File: src/rtl/fpg_pkg.sv
package fpg_pkg;
  typedef enum logic [1:0] {
    REF_IDLE   = 2'd0,
    REF_LOCKED = 2'd1,
    REF_LOST   = 2'd2
  } ref_state_e;
endpackage

File: src/rtl/fpg_zc_sync.sv
module fpg_zc_sync (
  input  logic clk,
  input  logic rst,
  input  logic zc_in,
  output logic zc_rise
);
  logic [2:0] sync_q;

  always_ff @(posedge clk) begin
    if (rst) sync_q <= '0;
    else     sync_q <= {sync_q[1:0], zc_in};
  end

  assign zc_rise = sync_q[1] & ~sync_q[2];
endmodule

File: src/rtl/fpg_prescaler.sv
module fpg_prescaler #(
  parameter int PRESCALE = 16
) (
  input  logic clk,
  input  logic rst,
  input  logic restart,
  output logic tick
);
  localparam int PS_W = (PRESCALE > 1) ? $clog2(PRESCALE) : 1;

  logic [PS_W-1:0] pcnt;

  assign tick = (pcnt == PS_W'(PRESCALE - 1));

  always_ff @(posedge clk) begin
    if (rst || restart) pcnt <= '0;
    else if (tick)      pcnt <= '0;
    else                pcnt <= pcnt + 1'b1;
  end

  a_r1_tick_gap: assert property (@(posedge clk) disable iff (rst)
    tick |=> !tick);
endmodule

File: src/rtl/fpg_step_counter.sv
module fpg_step_counter
  import fpg_pkg::*;
#(
  parameter int STEPS       = 72,
  parameter int MISS_CYCLES = 2,
  parameter int STEP_W      = $clog2(STEPS)
) (
  input  logic              clk,
  input  logic              rst,
  input  logic              tick,
  input  logic              zc_rise,
  output logic [STEP_W-1:0] step,
  output logic              ref_ok
);
  localparam int MISS_LIMIT = MISS_CYCLES * STEPS;
  localparam int MISS_W     = $clog2(MISS_LIMIT + 2);

  logic [MISS_W-1:0] since_zc;
  ref_state_e        state;

  always_ff @(posedge clk) begin
    if (rst) begin
      step <= '0;
    end else if (zc_rise) begin
      step <= '0;
    end else if (tick && step != STEP_W'(STEPS - 1)) begin
      step <= step + 1'b1;
    end
  end

  always_ff @(posedge clk) begin
    if (rst) begin
      since_zc <= '0;
      state    <= REF_IDLE;
    end else if (zc_rise) begin
      since_zc <= '0;
      state    <= REF_LOCKED;
    end else if (tick) begin
      if (since_zc != MISS_W'(MISS_LIMIT + 1)) since_zc <= since_zc + 1'b1;
      if (since_zc == MISS_W'(MISS_LIMIT) && state == REF_LOCKED) state <= REF_LOST;
    end
  end

  assign ref_ok = (state == REF_LOCKED);

  a_r2_range: assert property (@(posedge clk) disable iff (rst)
    step < STEP_W'(STEPS));
  a_r2_clear: assert property (@(posedge clk) disable iff (rst)
    zc_rise |=> step == '0);
  a_r3_hold: assert property (@(posedge clk) disable iff (rst)
    (tick && !zc_rise && step == STEP_W'(STEPS - 1)) |=> step == STEP_W'(STEPS - 1));
  a_r8_lost_on_tick: assert property (@(posedge clk) disable iff (rst)
    $fell(ref_ok) |-> $past(tick));
endmodule

File: src/rtl/fpg_fire_unit.sv
module fpg_fire_unit #(
  parameter int STEPS        = 72,
  parameter int STEP_W       = $clog2(STEPS),
  parameter int PHASE_OFFSET = 0,
  parameter int PULSE_STEPS  = 2
) (
  input  logic              clk,
  input  logic              rst,
  input  logic              enable,
  input  logic [STEP_W-1:0] step,
  input  logic [STEP_W-1:0] angle,
  output logic              fire
);
  localparam int SW = STEP_W + 1;

  logic [SW-1:0] sum, tgt, pos, diff;
  logic          hit;

  always_comb begin
    sum  = {1'b0, angle} + SW'(PHASE_OFFSET);
    tgt  = (sum >= SW'(STEPS)) ? sum - SW'(STEPS) : sum;
    pos  = {1'b0, step};
    diff = (pos >= tgt) ? pos - tgt : pos + SW'(STEPS) - tgt;
    hit  = diff < SW'(PULSE_STEPS);
  end

  always_ff @(posedge clk) begin
    if (rst) fire <= 1'b0;
    else     fire <= enable & hit;
  end

  a_r7_reset_quiet: assert property (@(posedge clk)
    rst |=> !fire);
  a_r8_unlocked_quiet: assert property (@(posedge clk) disable iff (rst)
    !enable |=> !fire);
  a_r4_fire_on_target: assert property (@(posedge clk) disable iff (rst)
    (enable && pos == tgt) |=> fire);
endmodule

File: src/rtl/firing_pulse_gen.sv
module firing_pulse_gen #(
  parameter int PRESCALE    = 16,
  parameter int STEPS       = 72,
  parameter int PHASES      = 6,
  parameter int ANGLE_W     = 6,
  parameter int ANGLE_MAX   = 35,
  parameter int PULSE_STEPS = 2,
  parameter int MISS_CYCLES = 2
) (
  input  logic               clk,
  input  logic               rst,
  input  logic               zc_in,
  input  logic [ANGLE_W-1:0] angle_code,
  output logic [PHASES-1:0]  fire_o
);
  localparam int STEP_W    = $clog2(STEPS);
  localparam int PHASE_GAP = STEPS / PHASES;

  logic              zc_rise;
  logic              tick;
  logic [STEP_W-1:0] step;
  logic              ref_ok;
  logic [STEP_W-1:0] angle_sel;

  always_comb begin
    if (angle_code > ANGLE_W'(ANGLE_MAX)) angle_sel = STEP_W'(ANGLE_MAX);
    else                                  angle_sel = STEP_W'(angle_code);
  end

  fpg_zc_sync u_sync (
    .clk     (clk),
    .rst     (rst),
    .zc_in   (zc_in),
    .zc_rise (zc_rise)
  );

  fpg_prescaler #(.PRESCALE(PRESCALE)) u_pre (
    .clk     (clk),
    .rst     (rst),
    .restart (zc_rise),
    .tick    (tick)
  );

  fpg_step_counter #(
    .STEPS       (STEPS),
    .MISS_CYCLES (MISS_CYCLES),
    .STEP_W      (STEP_W)
  ) u_cnt (
    .clk     (clk),
    .rst     (rst),
    .tick    (tick),
    .zc_rise (zc_rise),
    .step    (step),
    .ref_ok  (ref_ok)
  );

  for (genvar k = 0; k < PHASES; k++) begin : g_unit
    fpg_fire_unit #(
      .STEPS        (STEPS),
      .STEP_W       (STEP_W),
      .PHASE_OFFSET (k * PHASE_GAP),
      .PULSE_STEPS  (PULSE_STEPS)
    ) u_fire (
      .clk    (clk),
      .rst    (rst),
      .enable (ref_ok),
      .step   (step),
      .angle  (angle_sel),
      .fire   (fire_o[k])
    );
  end
endmodule

File: config.mk
export PLATFORM = sky130hd
export DESIGN_NAME = firing_pulse_gen
export DESIGN_NICKNAME = d
export VERILOG_FILES = /design/src/rtl/fpg_pkg.sv /design/src/rtl/fpg_zc_sync.sv /design/src/rtl/fpg_prescaler.sv /design/src/rtl/fpg_step_counter.sv /design/src/rtl/fpg_fire_unit.sv /design/src/rtl/firing_pulse_gen.sv
export SDC_FILE = /design/constraint.sdc
export NUM_CORES = 1
export LEC_CHECK = 0
export ABC_AREA = 1
export CELL_PAD_IN_SITES_DETAIL_PLACEMENT = 0
export CELL_PAD_IN_SITES_GLOBAL_PLACEMENT = 1
export CORE_AREA = 5 5 152 154
export DETAILED_ROUTE_END_ITERATION = 8
export DIE_AREA = 0 0 157 159
export DONT_BUFFER_PORTS = 1
export GPL_TIMING_DRIVEN = 0
export PLACE_DENSITY_LB_ADDON = 0.1
export SYNTH_ARGS = -nofsm -noshare
export SYNTH_HDL_FRONTEND = slang
export SYNTH_HIERARCHICAL = 1
export SYNTH_SLANG_ARGS = --single-unit
File: constraint.sdc
create_clock -name clk -period 6.35 [get_ports clk]
set_input_delay 0.9525 -clock clk [delete_from_list [all_inputs] [get_ports clk]]
set_output_delay 0.9525 -clock clk [all_outputs]
set_load 0.005 [all_outputs]
==> results by group <==
Placement
  – Placed insts: about 1500
  – Final HPWL DP: 14600 um
  – Placer Congestion: 0.772
  – Port Buffers: 0

Logic synthesis
  – Cell Area, Synth: between 7000 and 8000 um2
  – Post-synth top flop: dfxtp_1
  – Top area cells in the synthesized netlist: ha_1 (15%), nand2_1 (15%), inv_1 (12%)
  – Warnings, synthesis: 6
  – Syn avg cell area: 6.27 um2
  – Count of cell types in the netlist: 43
  – Asr flop ratio synth: 0%
  – Post-synth EDFFs: 0
  – Seq/Total Area, Yosys: roughly 8%
  – Synth area leader: ha_1
  – Number of synthesized register bits: 30
  – Synth top area share: 15.2%
  – Mapped Cells: roughly 1200

Die
  – Starting Density: 35.5%
  – IO Count: 15
  – Die footprint: ~25000 um2
  – Die Wd: 157 um
  – Die Height: 159 um
  – Rows: 54
  – Core Area: roughly 22000 um2

Min path
  – Worst hold path class: register to register

Finish
  – Area occupied by multi-input gates: between 6000 and 7000 um2
  – Layout area overhead: 8.06%
  – Layout cell share with drive strength beyond 1: about an eighth
  – Fin cells: approximately 1500
  – Final Net Count: 1372
  – Antenna diode count: 0
  – Fill cell count: ~2400
  – FF/Latch Area: around 600 um2

Clocking
  – Post-CTS setup buffer count: 0
  – CTS max path bufs: 2
  – CTS tree: done
  – CTS Buf Count: 5
  – Clock Root Buffer: clkbuf_16
  – # resized after CTS: 0
  – Clock transition at path regs: approximately 80 ps
  – H-tree depth: 2
  – Clk_lat worst skew: around 300 ps
  – Num Clock Sinks: 30
  – Cts hold-fix bufs: 0

Timing
  – Final setup skew: between 20 and 30 ps
  – RSZ-0062 raised after global routing: no
  – Clock period minus worst slack: 4560 ps
  – Max-slew headroom: between 10% and 20%
  – Measured slew at the worst slew-check pin: 1230 ps
  – Final Hold Fails: 0
  – Setup TNS Final: 0 ps
  – Slew Viols, Final: 0
  – Setup-failing EPs final: 0
  – Max Fclk: between 0.2 and 0.25 GHz
  – Tcrit/Tclk final: a little under three quarters

Critical path
  – Setup CP Type: input pin to register
  – Crit end category: register
  – Crit path launch type: input pin
  – Critical-path maximum fanout: 22
  – Req. time, crit path: between 6000 and 7000 ps
  – CP arrival: between 4000 and 5000 ps
  – R2R setup slack: 3380 ps

GRT
  – Largest net degree at the start of global routing: 23
  – Vias in the first global route: about 6500
  – First-pass GRT wire length: 31200 um
  – GRT Total Usage: about 15%
  – Grt total ovfl: 0
  – Antenna violations before repair: 0

Run
  – Max-cap violations: 0

Route
  – WL final: between 15000 and 20000 um
  – Residual DRC count: 0
  – Vias: ~6800
  – Detail Route Antenna Nets: 0
  – Drt pass-1 iters: 4
  – Wire length per cell: around 12 um
  – First DRT Iteration DRCs: 232
  – Vias per cell: between 4 and 5

Run status
  – Run status: completed

Power
  – VDD IR-drop max: between 70 and 80 uV
  – Cell Pwr Density: 124 nW/um2
  – Leak: approximately 4.3 nW
[path summary, 6_finish.rpt]
kind	startpoint	to	cells after the start
setup reg to reg	u_cnt/step[4]$_SDFFE_PP0P_	g_unit[0].u_fire/fire$_SDFF_PP0_	13
hold / removal	u_sync/sync_q[0]$_SDFF_PP0_	u_sync/sync_q[1]$_SDFF_PP0_	2
setup / recovery	angle_code[4]	g_unit[5].u_fire/fire$_SDFF_PP0_	24
hold reg to reg	u_sync/sync_q[0]$_SDFF_PP0_	u_sync/sync_q[1]$_SDFF_PP0_	2
[cell usage after synthesis (13+ instances only)]
master / number
nand2_1: 301
inv_2: 13
nand4_1: 20
a21oi_1: 42
dfxtp_1: 30
o21ai_0: 21
nor2_1: 81
nand3_2: 29
inv_1: 235
nor2_2: 13
nand3_1: 133
ha_1: 93
nand2_2: 39
fa_1: 24
xor2_1: 29
nand2_4: 19
[layout by cell type, fill, tap and decap left out, types with 13 or more instances in the layout]
cell	Yosys	final
fa_1	24	24
inv_1	235	235
nand2_1	301	301
inv_2	13	13
nand4_1	20	20
nand2_2	39	39
o21ai_0	21	21
a21oi_1	42	42
dfxtp_1	30	30
conb_1	1	17
nand3_2	29	29
nor2_1	81	79
ha_1	93	93
nand2_4	19	19
nand3_1	133	133
nor2_2	13	15
xor2_1	29	29
[layer usage]
metal	part of all wire (%)	wire (um)	track usage, %	vias to the layer above
li1	-	-	-	3859
met1	52	9420	20.9	2948
met2	46	8340	25.4	18
met3	1.0	181	1.39	4
met4	0.52	94	1.78	0
met5	0	0	0	-
[flip-flops by register name (all words and copies together) (netlist names)]
signal              count
u_cnt/state             2
g_unit.u_fire/fire      6
u_pre/pcnt              4
u_sync/sync_q           3
u_cnt/step              7
u_cnt/since_zc          8
[logic make-up after synthesis]
| group | count (synthesis) | synth area share (%) |
|---|---|---|
| and+or+nand+nor | 684 | 45.8 |
| AOI/OAI and AO/OA | 94 | 7.18 |
| xor gates and xnor gates | 43 | 5.12 |
| buffers and inverters | 252 | 12.5 |
| DFF | 30 | 7.85 |
| other | 1 | 0.0490 |
| adders and majority gates | 117 | 21.5 |
[final cells by class]
class,instances,share of cell area [%]
plain buffers,2,0.182
well taps,280,4.24
clock buffers,6,1.68
clock inverters,2,0.151
flip-flops and latches,30,7.27
multi-input cells,955,74.6
inverters,250,11.4
repair buffers,2,0.515
[worst max-delay path: stages]
cell      delay, ps
nor2_1           80
nand2_1         100
a21oi_4         730
inv_1           240
ha_1            330
inv_1            70
nand2_1          40
nand2_1         120
nor2_2           50
nand2_2          90
nand2_4          90
nand2_8         110
xor2_1          300
ha_1            280
nand2_1          60
o21ai_0         470
inv_1            80
nand2_1          80
nand3_1          90
a21oi_2         110
nand3b_1         80
nand2_1          60
nand2_1          60
a21oi_2         100
[where the power goes]
group / total [mW] / switching (mW) / internal [mW]
clock network: 0.262 / 0.107 / 0.156
registers: 0.193 / 0.00176 / 0.191
logic: 0.573 / 0.365 / 0.208
total: 1.03 / 0.473 / 0.555
[stage by stage]
step	worst slack, ps	hold slack [ps]	util [%]	instance area (um2)	power, mW
2_1_floorplan	1510	388	-	7710	0.672
3_3_place_gp	395	395	37.4	8060	0.772
3_5_place_dp	1450	395	37.7	8120	0.775
4_1_cts	1750	404	38.4	8270	1.05
5_1_grt	1340	427	38.4	8270	1.14
6_report	1790	401	38.4	8270	1.03
Note: power is estimated with default switching activity, not from simulation.
